File: src/rtl/sir_unesc_pkg.sv
package sir_unesc_pkg;

    localparam int unsigned BYTE_W       = 8;
    localparam int unsigned ESC_DEFAULT  = 8'h7D;
    localparam int unsigned ABRT_DEFAULT = 8'hC1;
    localparam int unsigned FLIP_DEFAULT = 5;

    // Escape tracking state carried between accepted bytes
    typedef struct packed {
        logic pend;     // next accepted byte is escaped data
        logic raw_esc;  // last accepted raw byte equalled the escape code
    } esc_state_t;

    // What happens to the byte presented this cycle
    typedef enum logic [1:0] {
        ACT_IDLE  = 2'd0,
        ACT_DROP  = 2'd1,
        ACT_FWD   = 2'd2,
        ACT_ABORT = 2'd3
    } byte_act_e;

    function automatic esc_state_t idle_state();
        esc_state_t s;
        s.pend    = 1'b0;
        s.raw_esc = 1'b0;
        return s;
    endfunction

endpackage

File: src/rtl/sir_byte_classify.sv
module sir_byte_classify
    import sir_unesc_pkg::*;
#(
    parameter int unsigned W         = BYTE_W,
    parameter logic [W-1:0] ESC_CODE = W'(ESC_DEFAULT),
    parameter logic [W-1:0] ABT_CODE = W'(ABRT_DEFAULT),
    parameter int unsigned FLIP_BIT  = FLIP_DEFAULT
) (
    input  logic        accept,
    input  logic        clear_state,
    input  logic [W-1:0] raw,
    input  esc_state_t  cur,
    output byte_act_e   act,
    output logic [W-1:0] restored,
    output esc_state_t  nxt
);
    localparam logic [W-1:0] FLIP_MASK = W'(1) << FLIP_BIT;

    esc_state_t eff;

    always_comb begin
        eff = clear_state ? idle_state() : cur;
        act = ACT_IDLE;
        restored = raw;
        nxt = eff;
        if (accept) begin
            if (eff.raw_esc && (raw == ABT_CODE)) begin
                act = ACT_ABORT;
                nxt = idle_state();
            end else if (!eff.pend && (raw == ESC_CODE)) begin
                act = ACT_DROP;
                nxt.pend    = 1'b1;
                nxt.raw_esc = 1'b1;
            end else begin
                act = ACT_FWD;
                restored = eff.pend ? (raw ^ FLIP_MASK) : raw;
                nxt.pend    = 1'b0;
                nxt.raw_esc = (raw == ESC_CODE);
            end
        end
    end

endmodule

File: src/rtl/sir_esc_state.sv
module sir_esc_state
    import sir_unesc_pkg::*;
(
    input  logic       clk,
    input  logic       rst,
    input  esc_state_t nxt,
    output esc_state_t cur
);
    always_ff @(posedge clk) begin
        if (rst) cur <= idle_state();
        else     cur <= nxt;
    end
endmodule

File: src/rtl/sir_abort_flag.sv
module sir_abort_flag
    import sir_unesc_pkg::*;
(
    input  logic      clk,
    input  logic      rst,
    input  byte_act_e act,
    output logic      abort_q
);
    always_ff @(posedge clk) begin
        if (rst) abort_q <= 1'b0;
        else     abort_q <= (act == ACT_ABORT);
    end

    assert_abort_one_cycle_R9: assert property (@(posedge clk) disable iff (rst)
        abort_q |=> !abort_q);
endmodule

File: src/rtl/sir_unescaper.sv
module sir_unescaper
    import sir_unesc_pkg::*;
#(
    parameter int unsigned W         = BYTE_W,
    parameter logic [W-1:0] ESC_CODE = W'(ESC_DEFAULT),
    parameter logic [W-1:0] ABT_CODE = W'(ABRT_DEFAULT),
    parameter int unsigned FLIP_BIT  = FLIP_DEFAULT
) (
    input  logic         clk,
    input  logic         rst,
    input  logic         frame_start,
    input  logic         in_valid,
    input  logic [W-1:0] in_data,
    output logic         in_ready,
    input  logic         fifo_full,
    output logic         fifo_wr,
    output logic [W-1:0] fifo_wdata,
    output logic         crc_valid,
    output logic [W-1:0] crc_data,
    output logic         frame_abort
);
    localparam logic [W-1:0] FLIP_MASK = W'(1) << FLIP_BIT;

    esc_state_t   st_q, st_d;
    byte_act_e    act;
    logic [W-1:0] restored;
    logic         accept;

    assign in_ready = !fifo_full;
    assign accept   = in_valid && in_ready;

    sir_byte_classify #(
        .W(W), .ESC_CODE(ESC_CODE), .ABT_CODE(ABT_CODE), .FLIP_BIT(FLIP_BIT)
    ) u_classify (
        .accept     (accept),
        .clear_state(frame_start),
        .raw        (in_data),
        .cur        (st_q),
        .act        (act),
        .restored   (restored),
        .nxt        (st_d)
    );

    sir_esc_state u_state (
        .clk(clk), .rst(rst), .nxt(st_d), .cur(st_q)
    );

    sir_abort_flag u_abort (
        .clk(clk), .rst(rst), .act(act), .abort_q(frame_abort)
    );

    assign fifo_wr    = (act == ACT_FWD);
    assign crc_valid  = (act == ACT_FWD);
    assign fifo_wdata = restored;
    assign crc_data   = restored;

    // never write into a full FIFO
    assert_no_write_full_R2: assert property (@(posedge clk) disable iff (rst)
        fifo_full |-> (!fifo_wr && !crc_valid));

    // an unescaped escape byte never leaves the block
    assert_esc_dropped_R4: assert property (@(posedge clk) disable iff (rst)
        (accept && !frame_start && !st_q.pend && in_data == ESC_CODE) |-> !fifo_wr);

    // escaped data comes out with the flip bit inverted
    assert_restore_flip_R5: assert property (@(posedge clk) disable iff (rst)
        (fifo_wr && !frame_start && st_q.pend) |-> (fifo_wdata == (in_data ^ FLIP_MASK)));

    // an abort pulse only follows an accepted abort code after a raw escape
    assert_abort_cause_R6: assert property (@(posedge clk) disable iff (rst)
        $rose(frame_abort) |-> $past(accept && in_data == ABT_CODE));

    // stalled cycles hold the escape state
    assert_stall_hold_R8: assert property (@(posedge clk) disable iff (rst)
        (!accept && !frame_start) |=> $stable(st_q));

endmodule

File: config.mk
export PLATFORM = sky130hd
export DESIGN_NAME = sir_unescaper
export DESIGN_NICKNAME = d
export VERILOG_FILES = /design/src/rtl/sir_unesc_pkg.sv /design/src/rtl/sir_byte_classify.sv /design/src/rtl/sir_esc_state.sv /design/src/rtl/sir_abort_flag.sv /design/src/rtl/sir_unescaper.sv
export SDC_FILE = /design/constraint.sdc
export NUM_CORES = 1
export LEC_CHECK = 0
export BUFFER_PORTS_ARGS = -buffer_cell sky130_fd_sc_hd__buf_2
export CORE_AREA = 2 2 39 41
export DETAILED_ROUTE_END_ITERATION = 7
export DIE_AREA = 0 0 41 43
export PLACE_DENSITY = 0.62
export SYNTH_ARGS = -nofsm -noshare
export SYNTH_HDL_FRONTEND = slang
export SYNTH_SLANG_ARGS = --single-unit
File: constraint.sdc
create_clock -name clk -period 1.75 [get_ports clk]
set_input_delay 0.4375 -clock clk [delete_from_list [all_inputs] [get_ports clk]]
set_output_delay 0.4375 -clock clk [all_outputs]
set_load 0.02 [all_outputs]
### Word level (Yosys, flattened, before mapping)

Cells that the tools add are included.
Widths: inputs -> output; s select.

| cells by class | value |
|---|---|
| bitwise logic cells | 1 |
| $add $sub $neg | 0 |
| shift-type cells | 0 |
| muxes and demuxes | 11 |
| div/mod/pow operators | 0 |
| reductions and logical operators | 5 |
| magnitude comparators | 0 |
| equal/unequal tests | 4 |
| multipliers | 0 |

Operator list:

| cell | count |
|---|---|
| $mux 6 | 4 |
| $mux 2 | 7 |
| $eq 8x7->1 const B | 1 |
| $eq 8x8->1 const B | 1 |
| $eq 2x2->1 const B | 2 |
| $logic_and 1x1->1 | 3 |
| $logic_not 1->1 | 2 |
| $not 1->1 | 1 |

| word-level totals | value |
|---|---|
| logic and storage cells | 24 |
| bits in writable memories | 0 |
| output and inout port bits | 20 |
| memories kept | 0 |
| bits in latches | 0 |
| bits in read-only memories | 0 |
| input bits | 13 |
| register bits after elaboration | 3 |

### Longest topological paths before layout

| logic depth | value |
|---|---|
| depth in word-level cells | 7 |
| gate-level depth with buffers | 6 |
| depth with buffers taken out | 4 |

### Hierarchy

A second synthesis with hierarchy kept.

| second synthesis, totals | value |
|---|---|
| cells, all modules | 41 |
| area total of the unflattened synthesis | 340.3 µm² |

By module, submodules not included:

| module | times used | area each (µm²) | seq. area each (µm²) | cells each |
|---|---|---|---|---|
| sir_byte_classify | 1 | 167.7 | 0.0 | 23 |
| sir_unescaper | 1 | 91.3 | 0.0 | 12 |
| sir_esc_state | 1 | 52.6 | 40.0 | 4 |
| sir_abort_flag | 1 | 28.8 | 20.0 | 2 |

### Least setup slack after synthesis

OpenSTA, ideal clock, no wires.

| timing path | value |
|---|---|
| kind | input to output |
| start point | input port fifo_full |
| end point | output port fifo_wdata[5] |
| required time | 1.312 ns |
| buffers on the path | 2 |
| cell stages on the path | 6 |
| arrival | 1.291 ns |
| path slack | 0.022 ns |
| cells stage by stage | nand2b_1 -> buf_2 -> nor3_1 -> o21ai_0 -> nand2_1 -> buf_4 |

| between the ends | value |
|---|---|
| cells in the longest elaborated chain, start to end | 3 |

Ends and longest elaborated chain:

| element | RTL line | text |
|---|---|---|
| from (decl) | sir_unescaper.sv:15 | `input logic fifo_full,` |
| $logic_not 1->1 | sir_unescaper.sv:29 | `assign in_ready = !fifo_full;` |
| $logic_and 1x1->1 | sir_unescaper.sv:30 | `assign accept = in_valid && in_ready;` |
| $mux 6 | sir_byte_classify.sv:26 | `if (accept) begin` |
| to (decl) | sir_unescaper.sv:17 | `output logic [W-1:0] fifo_wdata,` |

Every way passes these cells.

### Final worst setup path

| timing path | value |
|---|---|
| start point | register, netlist name u_state.cur[1] |
| end point | output port fifo_wr |

| between the ends | value |
|---|---|
| cells in the longest elaborated chain, start to end | 7 |

Ends and longest elaborated chain:

| element | RTL line | text |
|---|---|---|
| $mux 2 | sir_byte_classify.sv:22 | `eff = clear_state ? idle_state() : cur;` |
| $logic_not 1->1 | sir_byte_classify.sv:30 | `end else if (!eff.pend && (raw == ESC_CODE)) begin` |
| $logic_and 1x1->1 | sir_byte_classify.sv:30 |  |
| $mux 2 | sir_byte_classify.sv:30 |  |
| $mux 2 | sir_byte_classify.sv:27 | `if (eff.raw_esc && (raw == ABT_CODE)) begin` |
| $mux 2 | sir_byte_classify.sv:26 |  |
| $eq 2x2->1 | sir_unescaper.sv:52 | `assign fifo_wr = (act == ACT_FWD);` |
| to (decl) | sir_unescaper.sv:16 | `output logic fifo_wr,` |

Every way passes these cells.

==> results.txt <==
----------------------------------------------------
[Status]
  Violated checks ... negative setup slack
  Run status ... complete, but fails checks

[Clocking]
  Number of buffers added by the clock tree synthesis step ... 3
  Clock Root Buffer ... sky130_fd_sc_hd__clkbuf_4
  Total number of clock tree sinks ... 3
  Clock transition at the register clock pins on the worst setup and hold paths after CTS ... 0.04 ns
  Skew-Pair Late Insertion Delay ... 0.23 ns
  Count of H-tree levels built during CTS ... 1
  Clock tree from TritonCTS ... done
  Max Buffers Root-to-Sink ... 2

[Global routing]
  Via count of the first global-routing pass ... 319
  Initial antenna violation count ... 0
  Largest net degree at the start of global routing ... 7
  Sum of overflow across all layers after global routing ... 0
  Total Routing Usage GR ... 0.09629
  Global-route wire length before repair ... 1.166 mm

[Floorplan]
  Initial standard-cell utilization of the core ... 0.2260
  Number of placement rows ... 14
  Total Die Area ... 1763 um^2
  Count of pins on the block boundary ... 33
  Core Footprint ... 1384 um^2
  Die Y-Extent ... 43 um
  Die Width ... 41 um

[Setup path]
  Critical Path Max Stage Delay ... 0.36 ns
  Cells along the critical path ... nor2b_4 > or3_4 > a21oi_2 > nor2_2 > buf_6
  Cell with the largest stage delay on the worst path ... sky130_fd_sc_hd__or3_4
  Crit end category ... output pin
  CP arrival ... 1.35 ns
  Startpoint type of the worst setup path ... register
  Required arrival time at the worst endpoint ... 1.31 ns
  Maximum fanout encountered on the critical timing path ... 2
  Worst Path Class, Setup ... reg -> out

[Hold path]
  Tightest Hold Check Type ... in -> reg

[Timing]
  Total of endpoints with negative setup slack in the final report ... 4
  Final hold slack ... 0.3938 ns
  Transition time at the pin with the least slew margin ... 0.2372 ns
  Worst-case headroom to the max-slew limit ... 0.8404
  Minimum period implied by the final worst setup slack ... 1.788 ns
  Clk_skew ... 0.00002971 ns
  Worst Setup Slack, final ... -0.03756 ns
  Number of max-slew violations in the final report ... 0
  RSZ-0062 raised after global routing ... yes
  Maximum achievable frequency ... 0.5594 GHz
  Fraction of the cycle the final worst path needs ... 1.021
  Number of hold violations in the final report ... 0

[Power and ir drop]
  Highest ir drop seen on vdd ... 262.7 uV
  Lkg Pwr ... 0.2536 nW
  Power per unit of standard cell area ... 579.9 nW/um^2
  Power, Total ... 0.2917 mW

[Synthesis]
  Area share of the leading cell type in the synthesized netlist ... 0.3840
  Number of different library cells in the post-synthesis netlist ... 16
  Cell Area, Synth ... 312.8 um^2
  Total of flip-flops plus latches after synthesis ... 3
  Post-synthesis area per instance ... 7.109 um^2
  Number of nets in the synthesized netlist ... 57
  Cell accounting for the most synthesized area ... sky130_fd_sc_hd__buf_4
  Ranking of synthesized cells by area ... sky130_fd_sc_hd__buf_4 (38%), sky130_fd_sc_hd__dfxtp_1 (19%), sky130_fd_sc_hd__nor2_1 (6.0%), sky130_fd_sc_hd__nand2b_1 (4.0%), sky130_fd_sc_hd__nand4_1 (4.0%)
  Share of synthesized area occupied by flip-flops and latches ... 0.1920
  Number of synthesis warnings ... 0
  Synthesized instance count ... 44

[Detailed routing]
  First drt pass iteration count ... 4
  Average wire per cell in the routed design ... 9.045 um
  Vias after detailed routing ... 364
  Number of routed nets with antenna violations ... 0
  DRT iter0 DRCs ... 8
  Final routed DRC violation total ... 0
  Post-Route WL ... 796 um
  Average vias per placed instance ... 4.136

[Place]
  Routability congestion estimate ... 0.7321
  PortBufs ... 32
  Placed Instances ... 83
  Dpl hpwl ... 613.1 um

[Final layout]
  Final non-filler cell total ... 88
  Final Net Count ... 86
  Number of antenna cells inserted ... 0
  Area added between synthesis and finish ... 60.80%
  Share of layout cells above drive strength 1 ... 0.6806

[Flow run]
  Number of max-cap violations ... 0

----------------------------------------------------
==> repair_timing <==
| item | in CTS | in global routing |
|---|---|---|
| cloned | 0 | 0 |
| hold buffers | 0 | 0 |
| resized for setup | 4 | 9 |
| setup buffers | 1 | 0 |
| setup endpoints to repair | 4 | 4 |
==> layout by cell type (no fill, tap or decap) <==
cell type                   n
sky130_fd_sc_hd__nand4_1    2
sky130_fd_sc_hd__nor2b_1    1
sky130_fd_sc_hd__nand2b_1   2
sky130_fd_sc_hd__buf_2     28
sky130_fd_sc_hd__nand3b_1   1
sky130_fd_sc_hd__o21ai_0    1
sky130_fd_sc_hd__or3_4      1
sky130_fd_sc_hd__inv_1      1
sky130_fd_sc_hd__buf_6      3
sky130_fd_sc_hd__clkbuf_1   1
sky130_fd_sc_hd__buf_4     10
sky130_fd_sc_hd__nor2_2     1
sky130_fd_sc_hd__nor2b_4    1
sky130_fd_sc_hd__dfxtp_1    2
sky130_fd_sc_hd__o21ai_1    1
sky130_fd_sc_hd__clkbuf_4   3
sky130_fd_sc_hd__nor4_1     2
sky130_fd_sc_hd__dfxtp_2    1
sky130_fd_sc_hd__nand2_1    2
sky130_fd_sc_hd__a21oi_2    1
sky130_fd_sc_hd__o31a_1     1
sky130_fd_sc_hd__nor3_1     1
sky130_fd_sc_hd__nor2_1     4
sky130_fd_sc_hd__a21oi_1    1
==> critical path: cells and delay by family, from the launching register on <==
| kind | cells | cell delay (ns) |
|---|---|---|
| AOI/OAI and AO/OA | 1 | 0.13 |
| DFF | 1 | 0.31 |
| and+or+nand+nor | 3 | 0.54 |
| buffers and inverters | 1 | 0.13 |
==> worst paths after layout <==
path              slack, ns             end  cells after the start            from
setup / recovery      -0.04         fifo_wr                      5  u_state.cur[1]
hold / removal         0.39  u_state.cur[1]                      2             rst
setup reg to reg       0.43  u_state.cur[1]                      5  u_state.cur[1]
hold reg to reg        0.66  u_state.cur[0]                      3  u_state.cur[0]
==> final cells by class <==
class,count,area (um^2)
flip-flops and latches,3,61.31
fillers,146,880.8
inverters,1,3.754
clock buffers,4,26.28
repair buffers,41,249.0
multi-input cells,23,142.6
well taps,16,20.02
==> cell usage after synthesis, drive strengths merged <==
cell type	n
nor2	5
nand3b	1
nor4	2
buf	17
o21ai	2
nand2	2
nor2b	2
nand4	2
nand2b	2
inv	1
dfxtp	3
a21oi	2
nor3	1
o31a	1
or3	1
==> power by group <==
group / internal (mW) / switching [mW]
combinational: 0.0433 / 0.0572
clock: 0.0855 / 0.0369
sequential: 0.0687 / 0.0000134
total: 0.198 / 0.0941
==> logic make-up after synthesis <==
group,synth area share
buffers and inverters,0.4120
AND/OR/NAND/NOR,0.3040
flip-flops,0.1920
AO/OA/AOI/OAI,0.09201
==> flip-flops by register name (all words and copies together) (netlist names) <==
signal,count
u_abort.abort_q,1
u_state.cur,2
==> metrics by stage <==
stage,TNS (ns),instance area [um^2],worst slack (ns),utilization
4_1_cts,-0.1714,473.0,-0.06588,0.3418
5_1_grt,-0.4015,503.0,-0.1230,0.3635
3_3_place_gp,-0.08259,427.9,-0.02567,0.3092
6_report,-0.09468,503.0,-0.03756,0.3635
3_5_place_dp,-0.1083,427.9,-0.04143,0.3092
2_1_floorplan,0,312.8,0.02180,-
==> layer usage <==
metal	track usage	vias up	share of wire	wire, um
li1	-	187	-	-
met1	0.1154	162	0.44	351
met2	0.1406	15	0.47	378
met3	0.03141	0	0.083	66
met4	0.06000	0	0	0
met5	0	-	0	0
No activity file was read; power rests on OpenSTA's default activity.
